### src/rtl/crcx_pkg.sv
package crcx_pkg;

    localparam int WORD_W = 32;
    localparam int HALF_W = 16;
    localparam int ADDR_W = 2;

    localparam logic [ADDR_W-1:0] A_CTRL = 2'd0;
    localparam logic [ADDR_W-1:0] A_SEED = 2'd1;
    localparam logic [ADDR_W-1:0] A_DATA = 2'd2;
    localparam logic [ADDR_W-1:0] A_RES  = 2'd3;

    localparam logic [3:0] OP_C16A = 4'b0000;
    localparam logic [3:0] OP_C16B = 4'b0001;
    localparam logic [3:0] OP_C32A = 4'b0010;
    localparam logic [3:0] OP_C32B = 4'b0011;
    localparam logic [3:0] OP_SUM  = 4'b1000;

    localparam logic [1:0] IN_SEED  = 2'b00;
    localparam logic [1:0] IN_NONE  = 2'b01;
    localparam logic [1:0] IN_ZERO  = 2'b10;
    localparam logic [1:0] IN_ONES  = 2'b11;

    typedef enum logic {
        ST_IDLE  = 1'b0,
        ST_ARMED = 1'b1
    } arm_e;

    function automatic logic op_is_crc(input logic [3:0] op);
        return op[3:2] == 2'b00;
    endfunction

    function automatic logic op_is_narrow(input logic [3:0] op);
        return (op == OP_C16A) || (op == OP_C16B) || (op == OP_SUM);
    endfunction

    function automatic logic op_is_reserved(input logic [3:0] op);
        return !op_is_crc(op) && (op != OP_SUM);
    endfunction

endpackage

### src/rtl/crcx_swap.sv
module crcx_swap #(
    parameter int WORD_W = 32
) (
    input  logic [WORD_W-1:0] din,
    input  logic [1:0]        mode,
    output logic [WORD_W-1:0] dout
);
    localparam int HALF_W = WORD_W / 2;
    localparam int BYTE_W = 8;
    localparam int NBYTE  = WORD_W / BYTE_W;

    logic [WORD_W-1:0] byte_sw;

    for (genvar b = 0; b < NBYTE; b += 2) begin : g_pair
        assign byte_sw[b*BYTE_W +: BYTE_W]     = mode[0] ? din[(b+1)*BYTE_W +: BYTE_W] : din[b*BYTE_W +: BYTE_W];
        assign byte_sw[(b+1)*BYTE_W +: BYTE_W] = mode[0] ? din[b*BYTE_W +: BYTE_W]     : din[(b+1)*BYTE_W +: BYTE_W];
    end

    assign dout = mode[1] ? {byte_sw[HALF_W-1:0], byte_sw[WORD_W-1:HALF_W]} : byte_sw;

endmodule

### src/rtl/crcx_crc_step.sv
module crcx_crc_step #(
    parameter int          CRC_W  = 16,
    parameter logic [31:0] POLY   = 32'h0000_8005,
    parameter int          DATA_W = 32
) (
    input  logic [CRC_W-1:0]  cur,
    input  logic [DATA_W-1:0] din,
    output logic [CRC_W-1:0]  nxt
);
    localparam logic [CRC_W-1:0] TAPS = POLY[CRC_W-1:0];

    always_comb begin
        logic [CRC_W-1:0] acc;
        logic             fb;
        acc = cur;
        fb  = 1'b0;
        for (int i = DATA_W - 1; i >= 0; i--) begin
            fb  = acc[CRC_W-1] ^ din[i];
            acc = {acc[CRC_W-2:0], 1'b0} ^ (fb ? TAPS : '0);
        end
        nxt = acc;
    end

endmodule

### src/rtl/crcx_sum_step.sv
module crcx_sum_step #(
    parameter int HALF_W = 16
) (
    input  logic [HALF_W-1:0]   cur,
    input  logic [2*HALF_W-1:0] din,
    output logic [HALF_W-1:0]   nxt
);
    logic [HALF_W+1:0] raw;
    logic [HALF_W:0]   fold1;
    logic [HALF_W:0]   fold2;

    always_comb begin
        raw   = {2'b00, cur} + {2'b00, din[2*HALF_W-1:HALF_W]} + {2'b00, din[HALF_W-1:0]};
        fold1 = {1'b0, raw[HALF_W-1:0]} + {{(HALF_W-1){1'b0}}, raw[HALF_W+1:HALF_W]};
        fold2 = {1'b0, fold1[HALF_W-1:0]} + {{HALF_W{1'b0}}, fold1[HALF_W]};
        nxt   = fold2[HALF_W-1:0];
    end

endmodule

### src/rtl/crcx_engine.sv
module crcx_engine
    import crcx_pkg::*;
#(
    parameter int N_CRC = 4
) (
    input  logic                clk,
    input  logic                rst_n,
    input  logic                wr_en,
    input  logic [ADDR_W-1:0]   addr,
    input  logic [WORD_W-1:0]   wdata,
    output logic [WORD_W-1:0]   rdata
);
    localparam logic [31:0] CRC_POLY [N_CRC] = '{32'h0000_8005, 32'h0000_1021,
                                                 32'h04C1_1DB7, 32'h1EDC_6F41};
    localparam int          CRC_WID  [N_CRC] = '{16, 16, 32, 32};
    localparam int          SEL_W    = $clog2(N_CRC);

    // control and data registers
    logic [3:0]        type_q;
    logic [1:0]        endian_q;
    logic [1:0]        init_q;
    logic [WORD_W-1:0] seed_q;
    logic [WORD_W-1:0] run_q;
    arm_e              state_q, state_d;

    logic              wr_ctrl, wr_seed, wr_data;
    logic              load_start, clear_init;

    assign wr_ctrl = wr_en && (addr == A_CTRL);
    assign wr_seed = wr_en && (addr == A_SEED);
    assign wr_data = wr_en && (addr == A_DATA);

    // arming state register
    always_ff @(posedge clk or negedge rst_n) begin
        if (!rst_n) state_q <= ST_IDLE;
        else        state_q <= state_d;
    end

    // next state and decoded actions
    always_comb begin
        state_d    = state_q;
        load_start = 1'b0;
        clear_init = 1'b0;
        unique case (state_q)
            ST_IDLE: begin
                if (wr_ctrl) state_d = ST_ARMED;           // T_ARM
            end
            ST_ARMED: begin
                if (wr_data) begin                           // T_CONSUME
                    state_d    = ST_IDLE;
                    load_start = (init_q != IN_NONE);
                    clear_init = 1'b1;
                end else if (wr_ctrl) begin
                    state_d = ST_ARMED;                      // T_ARM
                end
            end
            default: state_d = ST_IDLE;
        endcase
    end

    // datapath: swap, start value, steps
    logic [WORD_W-1:0] word_sw;
    logic [WORD_W-1:0] init_val;
    logic [WORD_W-1:0] start_raw;
    logic [WORD_W-1:0] start_val;
    logic [WORD_W-1:0] crc_nxt [N_CRC];
    logic [HALF_W-1:0] sum_nxt;
    logic [WORD_W-1:0] run_d;

    crcx_swap #(.WORD_W(WORD_W)) u_swap (
        .din  (wdata),
        .mode (endian_q),
        .dout (word_sw)
    );

    always_comb begin
        unique case (init_q)
            IN_ZERO: init_val = '0;
            IN_ONES: init_val = '1;
            default: init_val = seed_q;
        endcase
        start_raw = load_start ? init_val : run_q;
        start_val = op_is_narrow(type_q) ? {{(WORD_W-HALF_W){1'b0}}, start_raw[HALF_W-1:0]} : start_raw;
    end

    for (genvar g = 0; g < N_CRC; g++) begin : g_crc
        logic [CRC_WID[g]-1:0] step_out;
        crcx_crc_step #(
            .CRC_W  (CRC_WID[g]),
            .POLY   (CRC_POLY[g]),
            .DATA_W (WORD_W)
        ) u_step (
            .cur (start_val[CRC_WID[g]-1:0]),
            .din (word_sw),
            .nxt (step_out)
        );
        assign crc_nxt[g] = WORD_W'(step_out);
    end

    crcx_sum_step #(.HALF_W(HALF_W)) u_sum (
        .cur (start_val[HALF_W-1:0]),
        .din (word_sw),
        .nxt (sum_nxt)
    );

    always_comb begin
        if (op_is_crc(type_q))      run_d = crc_nxt[type_q[SEL_W-1:0]];
        else if (type_q == OP_SUM)  run_d = {{(WORD_W-HALF_W){1'b0}}, sum_nxt};
        else                        run_d = start_val;
    end

    // register updates
    always_ff @(posedge clk or negedge rst_n) begin
        if (!rst_n) begin
            type_q   <= '0;
            endian_q <= '0;
            init_q   <= '0;
            seed_q   <= '0;
            run_q    <= '0;
        end else begin
            if (wr_ctrl) begin
                type_q   <= wdata[3:0];
                endian_q <= wdata[5:4];
                init_q   <= wdata[14:13];
            end else if (clear_init) begin
                init_q   <= IN_SEED;
            end
            if (wr_seed) seed_q <= wdata;
            if (wr_data) run_q  <= run_d;
        end
    end

    // read mux
    always_comb begin
        unique case (addr)
            A_CTRL:  rdata = {17'b0, init_q, 7'b0, endian_q, type_q};
            A_SEED:  rdata = seed_q;
            A_DATA:  rdata = '0;
            default: begin
                if (type_q == OP_SUM)           rdata = {{(WORD_W-HALF_W){1'b0}}, ~run_q[HALF_W-1:0]};
                else if (op_is_narrow(type_q))  rdata = {{(WORD_W-HALF_W){1'b0}}, run_q[HALF_W-1:0]};
                else                            rdata = run_q;
            end
        endcase
    end

endmodule

### config.mk
export PLATFORM = sky130hd
export DESIGN_NAME = crcx_engine
export DESIGN_NICKNAME = d
export VERILOG_FILES = /design/src/rtl/crcx_pkg.sv /design/src/rtl/crcx_swap.sv /design/src/rtl/crcx_crc_step.sv /design/src/rtl/crcx_sum_step.sv /design/src/rtl/crcx_engine.sv
export SDC_FILE = /design/constraint.sdc
export NUM_CORES = 1
export LEC_CHECK = 0
export ABC_AREA = 1
export BUFFER_PORTS_ARGS = -buffer_cell sky130_fd_sc_hd__buf_2
export CORE_UTILIZATION = 40
export CTS_BUF_LIST = sky130_fd_sc_hd__clkbuf_4 sky130_fd_sc_hd__clkbuf_8
export DETAILED_ROUTE_END_ITERATION = 8
export HOLD_SLACK_MARGIN = 0.15
export PLACE_DENSITY_LB_ADDON = 0.08
export SETUP_SLACK_MARGIN = 0.15
export SLEW_MARGIN = 20
export SYNTH_ARGS = -nofsm -noshare
export SYNTH_HDL_FRONTEND = slang
export SYNTH_HIERARCHICAL = 1
export SYNTH_SLANG_ARGS = --single-unit
### constraint.sdc
create_clock -name clk -period 8.2 [get_ports clk]
set_input_delay 0.41 -clock clk [delete_from_list [all_inputs] [get_ports clk]]
set_output_delay 0.41 -clock clk [all_outputs]
set_load 0.02 [all_outputs]
* After elaboration in Yosys (flattened, before gate mapping)
Cells that the tools add are included.
** Word-level totals
- Input bits :: 37
- Output and inout bits :: 32
- Bits in registers :: 73
** Cells by class
- Add/subtract/negate cells :: 4
- Equal/unequal tests :: 7
- Mux-type cells :: 153
- Bitwise gates (word level) :: 257
- Reductions and logical operators :: 9
- Magnitude comparators :: 1
** Operators with widths (count)
- $xor A32 B32 Y32 :: 64
- $xor A16 B16 Y16 :: 64
- $mux W29 :: 32
- $mux W27 :: 32
- $mux W16 :: 32
- $mux W13 :: 32
- $mux W32 :: 9
- $xor A1 B1 Y1 :: 126
- $pmux W32 S3 :: 1
- $bmux W32 S2 :: 1
- $pmux W32 S2 :: 1
- $mux W8 :: 4
- $add A18 B16 Y18 :: 1
- $add A16 B16 Y17 :: 1
- $add A16 B2 Y17 :: 1
- $add A16 B1 Y16 :: 1
- $not A16 Y16 :: 1
- $eq A2 B2 Y1 const B :: 3
- $mux W1 :: 6
- $eq A4 B1 Y1 const B :: 1
- $eq A4 B4 Y1 const B :: 1
- $logic_not A2 Y1 :: 2
- $logic_not A4 Y1 :: 1
- $mux W2 :: 2
- 9 further kinds :: 12

* Depth between registers and ports, before layout
Gate-level depths: netlist (run 1).
- Depth in word-level cells :: 106
- Depth in mapped cells :: 59

* Hierarchy
The synthesis (run 1) kept the hierarchy.
** Modules (own cells, without submodules)
- crcx_crc_step (g_crc[3].u_step) :: area an instance 7394.6 µm², cells each 1426, seq. area each 0.0 µm², times used 1
- crcx_engine :: area an instance 5516.5 µm², cells each 852, seq. area each 1826.8 µm², times used 1
- crcx_crc_step (g_crc[2].u_step) :: area an instance 5387.7 µm², cells each 944, seq. area each 0.0 µm², times used 1
- crcx_sum_step :: area an instance 2128.3 µm², cells each 346, seq. area each 0.0 µm², times used 1
- crcx_crc_step (g_crc[1].u_step) :: area an instance 1706.6 µm², cells each 316, seq. area each 0.0 µm², times used 1
- crcx_crc_step (g_crc[0].u_step) :: area an instance 1400.1 µm², cells each 227, seq. area each 0.0 µm², times used 1
- crcx_swap :: area an instance 945.9 µm², cells each 208, seq. area each 0.0 µm², times used 1

* Worst setup path after synthesis (run 1)
OpenSTA, ideal clock, no wires.
- Path kind :: flip-flop to flip-flop
- From :: reg init_q[1]
- To :: reg run_q[14]
- Path buffers :: 1
- Arrival :: 5.927 ns
- Cell stages (with the launch flop) :: 48
- Required time :: 8.134 ns
- Slack :: 2.207 ns
- Library setup time :: 0.066 ns
- Cells stage by stage :: dfrtp_1 > clkinv_1 > nand2_1 > nand3_4 > buf_6 > nand2_1 > and2_1 > fa_1 > ha_1 > nand2_1 > nand2_1 > nand3_2 > nand2_2 > nand3_1 > nand2_1 > a21oi_1 > o21ai_0 > xor2_1 > [... 12 more ...] > ha_1 > ha_1 > inv_1 > nor3_2 > nand4_2 > nor2_2 > nand3_2 > nor2_2 > nand2_1 > nand2_1 > nand2_1 > inv_1 > inv_1 > o21ai_0 > inv_1 > nand2_1 > nand2_1 > nand2_1
** On the way
- Elaborated cells between the ends (all ways) :: 339
- Classes of those cells :: 4 x add/sub; 3 x eq/ne; 108 x mux; 224 x bitwise
** RTL lines
- from (decl) :: RTL line crcx_engine.sv:21 : logic [1:0] init_q;
- from (signal assigned) :: RTL line crcx_engine.sv:124 : init_q <= wdata[14:13];
- $ne A2 B1 Y1 :: RTL line crcx_engine.sv:51 : load_start = (init_q != IN_NONE);
- $mux W1 :: RTL line crcx_engine.sv:49 : if (wr_data) begin
- $mux W1 :: RTL line crcx_engine.sv:44 : unique case (state_q)
- $mux W32 * :: RTL line crcx_engine.sv:82 : start_raw = load_start ? init_val : run_q;
- via start_raw[2] :: RTL line crcx_engine.sv:64 : logic [WORD_W-1:0] start_raw;
- $mux W32 * :: RTL line crcx_engine.sv:83 : start_val = op_is_narrow(type_q) ? {{(WORD_W-HALF_W){1'b0}}, start_raw[HALF_W-1:0]} : start_raw;
- $add A16 B16 Y17 * :: RTL line crcx_sum_step.sv:13 : raw = {2'b00, cur} + {2'b00, din[2*HALF_W-1:HALF_W]} + {2'b00, din[HALF_W-1:0]};
- $add A18 B16 Y18 * :: RTL line crcx_sum_step.sv:13
- $add A16 B2 Y17 * :: RTL line crcx_sum_step.sv:14 : fold1 = {1'b0, raw[HALF_W-1:0]} + {{(HALF_W-1){1'b0}}, raw[HALF_W+1:HALF_W]};
- $add A16 B1 Y16 * :: RTL line crcx_sum_step.sv:15 : fold2 = {1'b0, fold1[HALF_W-1:0]} + {{HALF_W{1'b0}}, fold1[HALF_W]};
- via sum_nxt[14] :: RTL line crcx_engine.sv:67 : logic [HALF_W-1:0] sum_nxt;
- $mux W32 * :: RTL line crcx_engine.sv:108 : else if (type_q == OP_SUM) run_d = {{(WORD_W-HALF_W){1'b0}}, sum_nxt};
- $mux W32 * :: RTL line crcx_engine.sv:107 : if (op_is_crc(type_q)) run_d = crc_nxt[type_q[SEL_W-1:0]];
- to (signal assigned) :: RTL line crcx_engine.sv:129 : if (wr_data) run_q <= run_d;
- to (decl) :: RTL line crcx_engine.sv:23 : logic [WORD_W-1:0] run_q;
Mark *: on every way through the listed nets, which the timed path passes. The rest lies on a longest branch. The select of a mux whose other input is x is not followed.
A chain may end at the register's enable or synchronous reset.

* Worst setup path in the final report (run 1)
- From :: reg endian_q[1]
- To :: reg run_q[14]
** On the way
- Elaborated cells between the ends (all ways) :: 332
- Classes of those cells :: 4 x add/sub; 104 x mux; 224 x bitwise
** RTL lines
- from (decl) :: RTL line crcx_engine.sv:20 : logic [1:0] endian_q;
- from (signal assigned) :: RTL line crcx_engine.sv:123 : endian_q <= wdata[5:4];
- $mux W32 :: RTL line crcx_swap.sv:19 : assign dout = mode[1] ? {byte_sw[HALF_W-1:0], byte_sw[WORD_W-1:HALF_W]} : byte_sw;
- via word_sw[25] :: RTL line crcx_engine.sv:62 : logic [WORD_W-1:0] word_sw;
- $add A16 B16 Y17 :: RTL line crcx_sum_step.sv:13
- $add A18 B16 Y18 :: RTL line crcx_sum_step.sv:13
- $add A16 B2 Y17 :: RTL line crcx_sum_step.sv:14
- $add A16 B1 Y16 :: RTL line crcx_sum_step.sv:15
- via sum_nxt[14] :: RTL line crcx_engine.sv:67
- $mux W32 :: RTL line crcx_engine.sv:108
- $mux W32 :: RTL line crcx_engine.sv:107
The timed path passes the listed nets, and every way through them passes these cells. The select of a mux whose other input is x is not followed.

==> results.md, run 1 <==
* Outcome: complete, no violations
* Number of instances in the placed design at 5129
* Final setup skew at 0.01160 ns
* Routed wirelength normalized by instance count at 19.64 µm
* Total via count after detailed routing at 26754
* Area Overhead vs Synth at 5.591%
* Core ar. at 0.06036 mm²
* Fraction of synthesized cell area taken by the top area cell type at 26.50%
* Clock tree from TritonCTS: done
* Final Non-Filler Cells at 5149
* Final worst path period share at 90.74%
* Total of fill cells in the finished design at 6871
* Vias per cell at 5.196
* FMAX at 0.1344 GHz
* Hold Path Sink: seed_q[27]
* Ratio of cells with drive above 1 in the final layout at 16.37%
* Remaining design rule violation count at 0
* Maximum number of pins on one net before global-route repair at 65
* Area of the mapped netlist at 0.02448 mm²
* Number of DRC violations after detailed-routing iteration 0 at 2249
* Mapped Avg Cell Area at 5.668 µm²
* Max Cap Viol at 0
* Wire length of the first global-routing pass at 150400 µm
* Die Y-Extent at 249.4 µm
* PortBufs at 68
* Worst flop-to-flop path endpoint: run_q[14]
* Number of iterations in the first detailed-routing pass at 8
* Clock latency on the worst-skew pair at 0.41 ns
* Worst Setup End Kind: flip-flop
* Count of antenna-violating nets left after detailed routing at 0
* Worst Path Arrival at 7.74 ns
* Total Routed Length at 101100 µm
* Number of antenna violations at the first check in global routing at 1
* Data required time of the worst path at 8.50 ns
* Vias in the first global route at 24313
* Crit path max fanout at 32
* Aggregate global routing overflow at 0
* Total number of nets in the final design at 4436
* Worst flop-to-flop path startpoint: endian_q[1]
* Netlist cell types at 55
* Setup slack, reg-to-reg at 0.76 ns
* Clock-pin transition on the worst setup and hold timing paths at 0.10 ns
* Class of the worst hold path: in -> reg
* Transition at the pin with the smallest max-transition slack at 1.030 ns
* Ports at 69
* Final weighted congestion in routability-driven placement at 0.9658
* Num rows at 90
* Gate count of the mapped netlist at 4319
* Main area contributors after synthesis: nand2_1 (26%), nand3_1 (13%), xor2_1 (9.9%), dfrtp_1 (7.5%), inv_1 (6.9%)
* Critical path origin: endian_q[1]
* Most common cell after layout, fill and taps aside: nand2_1
* Die area at 0.06219 mm²
* Library cell contributing the largest single delay on the critical path: nand2_1
* R2R cell count at 41
* Post-detailed-placement half-perimeter wirelength at 83440 µm
* Total routing usage reported by global routing at 31.84%
* Nature of the critical path startpoint: flip-flop
* Number of buffers between clock root and the deepest sink at 2
* Cell depth of the worst min-delay path at 2
* Final worst path period need at 7.441 ns
* Syn_nets at 4393
* Worst min-delay path startpoint: wdata[27]
* Yosys reg bits at 73
* Setup repair after global routing missed its margin: false
* Total number of yosys warnings at 6
* CTS buffer count at 9
* Chip width at 249.4 µm
* Critical path class: reg -> reg
* Max incr delay on CP at 0.60 ns
* Worst slew margin relative to its limit at 31.24%
* Commonest cells after routing, fill and taps aside: nand2_1 (1726), nand3_1 (616), inv_1 (447)
* Sum of negative setup slack at 0 ns
* Most common cell type on the critical path: nand2_1
* Initial core utilization at 40.56%
* Register Area at 0.001827 mm²
* Proportion of synthesized chip area in sequential cells at 7.462%
* Area occupied by multi-input gates at 0.01998 mm²
* Antenna diodes at 0
* Number of endpoints failing setup at the final stage at 0
* Cell at the root of the clock tree: clkbuf_8
* Number of levels the H-tree was split into at 3
* Number of hold-slack violations in the final timing report at 0
* TritonCTS sink count at 73
* Most area-hungry cell type in the Yosys netlist: nand2_1
* Count of pins over their slew limit at 0
[registers in the layout, indices dropped and copies added (netlist names)]
signal	flops
seed_q	32
endian_q	2
run_q	32
state_q	1
init_q	2
type_q	4
[metrics by stage]
step | worst slack [ns] | area, µm² | util [%] | hold WS (ns)
after floorplan | 2.207 | 24480 | - | 0.1144
after global placement | 0.3443 | 25600 | 42.41 | 0.3490
after detailed placement | 0.3560 | 25600 | 42.41 | 0.3511
after CTS | 0.3928 | 25810 | 42.77 | 0.1923
after global routing | 0.1578 | 25850 | 42.83 | 0.2076
final | 0.7592 | 25850 | 42.83 | 0.2242
[cell families (layout without fill, tap and decap cells)]
| group | Yosys count | after routing | share of synthesized area (%) |
|---|---|---|---|
| xor+xnor | 402 | 402 | 15.22 |
| simple gates | 2992 | 2992 | 59.21 |
| compound gates | 163 | 163 | 3.660 |
| fa+ha+maj | 37 | 37 | 2.443 |
| buf+inv | 629 | 677 | 10.95 |
| mux | 23 | 23 | 1.058 |
| flops | 73 | 73 | 7.462 |
[metal layers]
metal / track usage (%) / share of wire [%] / up-vias
li1: - / - / 13576
met1: 41.69 / 44 / 12228
met2: 53.67 / 47 / 815
met3: 3.525 / 5.6 / 135
met4: 11.62 / 3.8 / 0
met5: 0 / 0 / -
[worst max path at each step]
stage / slack, ns / cells past startpoint / end
after CTS: 0.39 / 45 / run_q[12]
final: 0.76 / 41 / run_q[14]
after global placement: 0.34 / 45 / run_q[12]
after floorplan: 2.21 / 47 / run_q[14]
after global routing: 0.16 / 47 / run_q[14]
after detailed placement: 0.36 / 45 / run_q[12]
[layout make-up]
cell class                      instances  share of cell area [%]
Clock buffer                            9                  0.4792
Clock inverter                          7                  0.3195
Multi-Input combinational cell       3617                   77.31
Sequential cell                        73                   7.067
Timing Repair Buffer                  134                   3.267
Tap cell                              782                   3.785
Inverter                              527                   7.774
[timing repair]
action,4_1_cts,5_1_grt
hold buffers,1,0
gates resized for setup,0,5
setup endpoints to repair,0,8
buffers inserted,0,3
hold endpoints to repair,26,0
[cells in the mapped netlist (all sizes together)]
| cell | number |
|---|---|
| a21boi | 3 |
| a21oi | 78 |
| and2 | 5 |
| and3 | 16 |
| buf | 66 |
| clkbuf | 36 |
| clkinv | 3 |
| dfrtp | 73 |
| fa | 18 |
| ha | 19 |
| inv | 524 |
| mux2 | 23 |
| nand2 | 2082 |
| nand2b | 2 |
| nand3 | 689 |
| nand3b | 27 |
| nand4 | 50 |
| nor2 | 104 |
| nor3 | 1 |
| o211ai | 5 |
| o21ai | 55 |
| o21bai | 4 |
| o22ai | 2 |
| o31ai | 16 |
| or2 | 16 |
| xnor2 | 111 |
| xnor3 | 2 |
| xor2 | 289 |
[worst max-delay path, delay by kind of cell, from the launching register on]
kind / cells / cell delay, ns
AOI/OAI and AO/OA: 3 / 0.36
xor gates and xnor gates: 1 / 0.23
adders and majority gates: 6 / 1.79
buffers and inverters: 6 / 0.84
DFF: 1 / 0.40
and+or+nand+nor: 25 / 3.69
Power of run 1 is left out: the tool's default activity adds up to more than one toggle a clock period on the data nets, which glitch-free logic cannot reach.
==> inputs of run 2 (changes only) <==
--- a/config.mk
+++ b/config.mk
@@ -10,7 +10,7 @@
 export CORE_UTILIZATION = 40
 export CTS_BUF_LIST = sky130_fd_sc_hd__clkbuf_4 sky130_fd_sc_hd__clkbuf_8
 export DETAILED_ROUTE_END_ITERATION = 8
-export HOLD_SLACK_MARGIN = 0.15
+export HOLD_SLACK_MARGIN = 0.02
 export PLACE_DENSITY_LB_ADDON = 0.08
 export SETUP_SLACK_MARGIN = 0.15
 export SLEW_MARGIN = 20
==> constraint.sdc (replaced) <==
create_clock -name clk -period 8.4 [get_ports clk]
set_input_delay 0.42 -clock clk [delete_from_list [all_inputs] [get_ports clk]]
set_output_delay 0.42 -clock clk [all_outputs]
set_load 0.02 [all_outputs]
==> run 2 against run 1 <==
  * Fmax fell by 2.5%
  * Critical path type unchanged
  * Routed wire length fell by 1.3%
  * Sequential cell count is the same
  * Critical endpoint is now run_q[12]
  * Non-clock buffer count down 9
==> results.md, run 2 (synthesized netlist as in run 1, its figures left out) <==
* Outcome: complete, no violations (unchanged)
* Sum of negative setup slack at 0 ns (unchanged)
* Area Overhead vs Synth at 5.418% (was 5.591%)
* Cell depth of the worst min-delay path at 2 (unchanged)
* Post-detailed-placement half-perimeter wirelength at 82200 µm (was 83440 µm)
* FMAX at 0.1311 GHz (was 0.1344 GHz)
* Commonest cells after routing, fill and taps aside: nand2_1 (1724), nand3_1 (616), inv_1 (447) (was nand2_1 (1726), nand3_1 (616), inv_1 (447))
* Library cell contributing the largest single delay on the critical path: nand2_1 (unchanged)
* Count of antenna-violating nets left after detailed routing at 0 (unchanged)
* Worst Path Arrival at 7.94 ns (was 7.74 ns)
* Num rows at 90 (unchanged)
* Ports at 69 (unchanged)
* Total via count after detailed routing at 26758 (was 26754)
* Final worst path period need at 7.630 ns (was 7.441 ns)
* Critical path class: reg -> reg (unchanged)
* Most common cell type on the critical path: nand2_1 (unchanged)
* Cell at the root of the clock tree: clkbuf_8 (unchanged)
* Clock tree from TritonCTS: done (unchanged)
* PortBufs at 68 (unchanged)
* Number of DRC violations after detailed-routing iteration 0 at 2368 (was 2249)
* Maximum number of pins on one net before global-route repair at 51 (was 65)
* Post-route core utilization at 42.75% (was 42.83%)
* Critical path origin: endian_q[1] (unchanged)
* Final weighted congestion in routability-driven placement at 0.9896 (was 0.9658)
* Remaining design rule violation count at 0 (unchanged)
* Total Routed Length at 99840 µm (was 101100 µm)
* CTS buffer count at 9 (unchanged)
* Ratio of cells with drive above 1 in the final layout at 16.34% (was 16.37%)
* Worst slew margin relative to its limit at 27.11% (was 31.24%)
* R2R cell count at 39 (was 41)
* Nature of the critical path startpoint: flip-flop (unchanged)
* Regs by FF count: run_q: 32 flops, seed_q: 32 flops, type_q: 4 flops (unchanged)
* Total of fill cells in the finished design at 6899 (was 6871)
* Class of the worst hold path: in -> reg (unchanged)
* TritonCTS sink count at 73 (unchanged)
* Initial core utilization at 40.56% (unchanged)
* Antenna diodes at 0 (unchanged)
* Data required time of the worst path at 8.71 ns (was 8.50 ns)
* Crit path max fanout at 25 (was 32)
* Die Y-Extent at 249.4 µm (unchanged)
* Most common cell after layout, fill and taps aside: nand2_1 (unchanged)
* Aggregate global routing overflow at 0 (unchanged)
* Number of levels the H-tree was split into at 3 (unchanged)
* Final setup skew at 0.01323 ns (was 0.01160 ns)
* Number of iterations in the first detailed-routing pass at 6 (was 8)
* Post-placement cell area at 0.02552 mm² (was 0.02560 mm²)
* CP endpoint: run_q[12] (was run_q[14])
* Post-route cell area at 0.02581 mm² (was 0.02585 mm²)
* Worst Setup End Kind: flip-flop (unchanged)
* Total routing usage reported by global routing at 31.40% (was 31.84%)
* Routed wirelength normalized by instance count at 19.42 µm (was 19.64 µm)
* Worst flop-to-flop path startpoint: endian_q[1] (unchanged)
* Chip width at 249.4 µm (unchanged)
* Total number of nets in the final design at 4427 (was 4436)
* Clock-pin transition on the worst setup and hold timing paths at 0.10 ns (about the same)
* Setup slack, reg-to-reg at 0.77 ns (was 0.76 ns)
* Final worst path period share at 90.84% (was 90.74%)
* Transition at the pin with the smallest max-transition slack at 1.092 ns (was 1.030 ns)
* Number of buffers between clock root and the deepest sink at 2 (unchanged)
* Clock latency on the worst-skew pair at 0.42 ns (was 0.41 ns)
* Worst min-delay path startpoint: wdata[10] (was wdata[27])
* Count of pins over their slew limit at 0 (unchanged)
* Die area at 0.06219 mm² (unchanged)
* Number of antenna violations at the first check in global routing at 0 (was 1)
* Number of endpoints failing setup at the final stage at 0 (unchanged)
* Max incr delay on CP at 0.68 ns (was 0.60 ns)
* Worst flop-to-flop path endpoint: run_q[12] (was run_q[14])
* Vias per cell at 5.206 (was 5.196)
* Vias in the first global route at 24078 (was 24313)
* Wire length of the first global-routing pass at 148800 µm (was 150400 µm)
* Setup repair after global routing missed its margin: false (unchanged)
* Number of hold-slack violations in the final timing report at 0 (unchanged)
* Max Cap Viol at 0 (unchanged)
* Core ar. at 0.06036 mm² (unchanged)
==> run 2: final cells by class <==
type	instances	area, µm²	share of cell area (%)
Timing Repair Buffer	125	785.8	3.045
Clock inverter	7	82.58	0.3200
Tap cell	782	978.4	3.792
Sequential cell	73	1827	7.079
Multi-Input combinational cell	3617	20000	77.50
Clock buffer	9	123.9	0.4800
Inverter	527	2009	7.787
==> run 2: metal layers <==
layer / track usage [%] / up-vias / wire (µm) / part of all wire (%)
met5: 0 / - / 0 / 0
met4: 11.90 / 0 / 4004 / 4.0
met3: 2.858 / 146 / 5262 / 5.3
met2: 51.60 / 771 / 45660 / 46
met1: 42.40 / 12277 / 44910 / 45
li1: - / 13564 / - / -
==> run 2: worst min path at each step <==
stage / slack, ns / end
after CTS: 0.21 / seed_q[10]
after floorplan: 0.12 / endian_q[0]
after detailed placement: 0.39 / seed_q[15]
after global placement: 0.39 / seed_q[15]
after global routing: 0.23 / seed_q[16]
final: 0.23 / seed_q[10]
==> run 2: timing repair <==
item / 4_1_cts / 5_1_grt
endpoints found under the hold margin: 29 / 0
setup buffers: 0 / 4
hold buffers: 1 / 0
endpoints found under the setup margin: 0 / 7
gates resized for setup: 0 / 12
==> run 2: through the flow <==
step,cells,worst slack (ns),hold WS (ns)
after floorplan,4319,2.407,0.1244
after global placement,5119,0.2981,0.3921
after detailed placement,5119,0.3575,0.3889
after CTS,5136,0.4131,0.2077
after global routing,5140,0.1512,0.2264
final,5140,0.7696,0.2282
==> run 2: critical path, delay by kind of cell (launching register included) <==
family / cells / cell delay [ns]
compound gates: 7 / 1.01
flops: 1 / 0.40
xor+xnor: 2 / 0.49
fa+ha+maj: 6 / 1.78
buf+inv: 6 / 0.89
simple gates: 18 / 2.90
Power of run 2 is left out for the same reason.
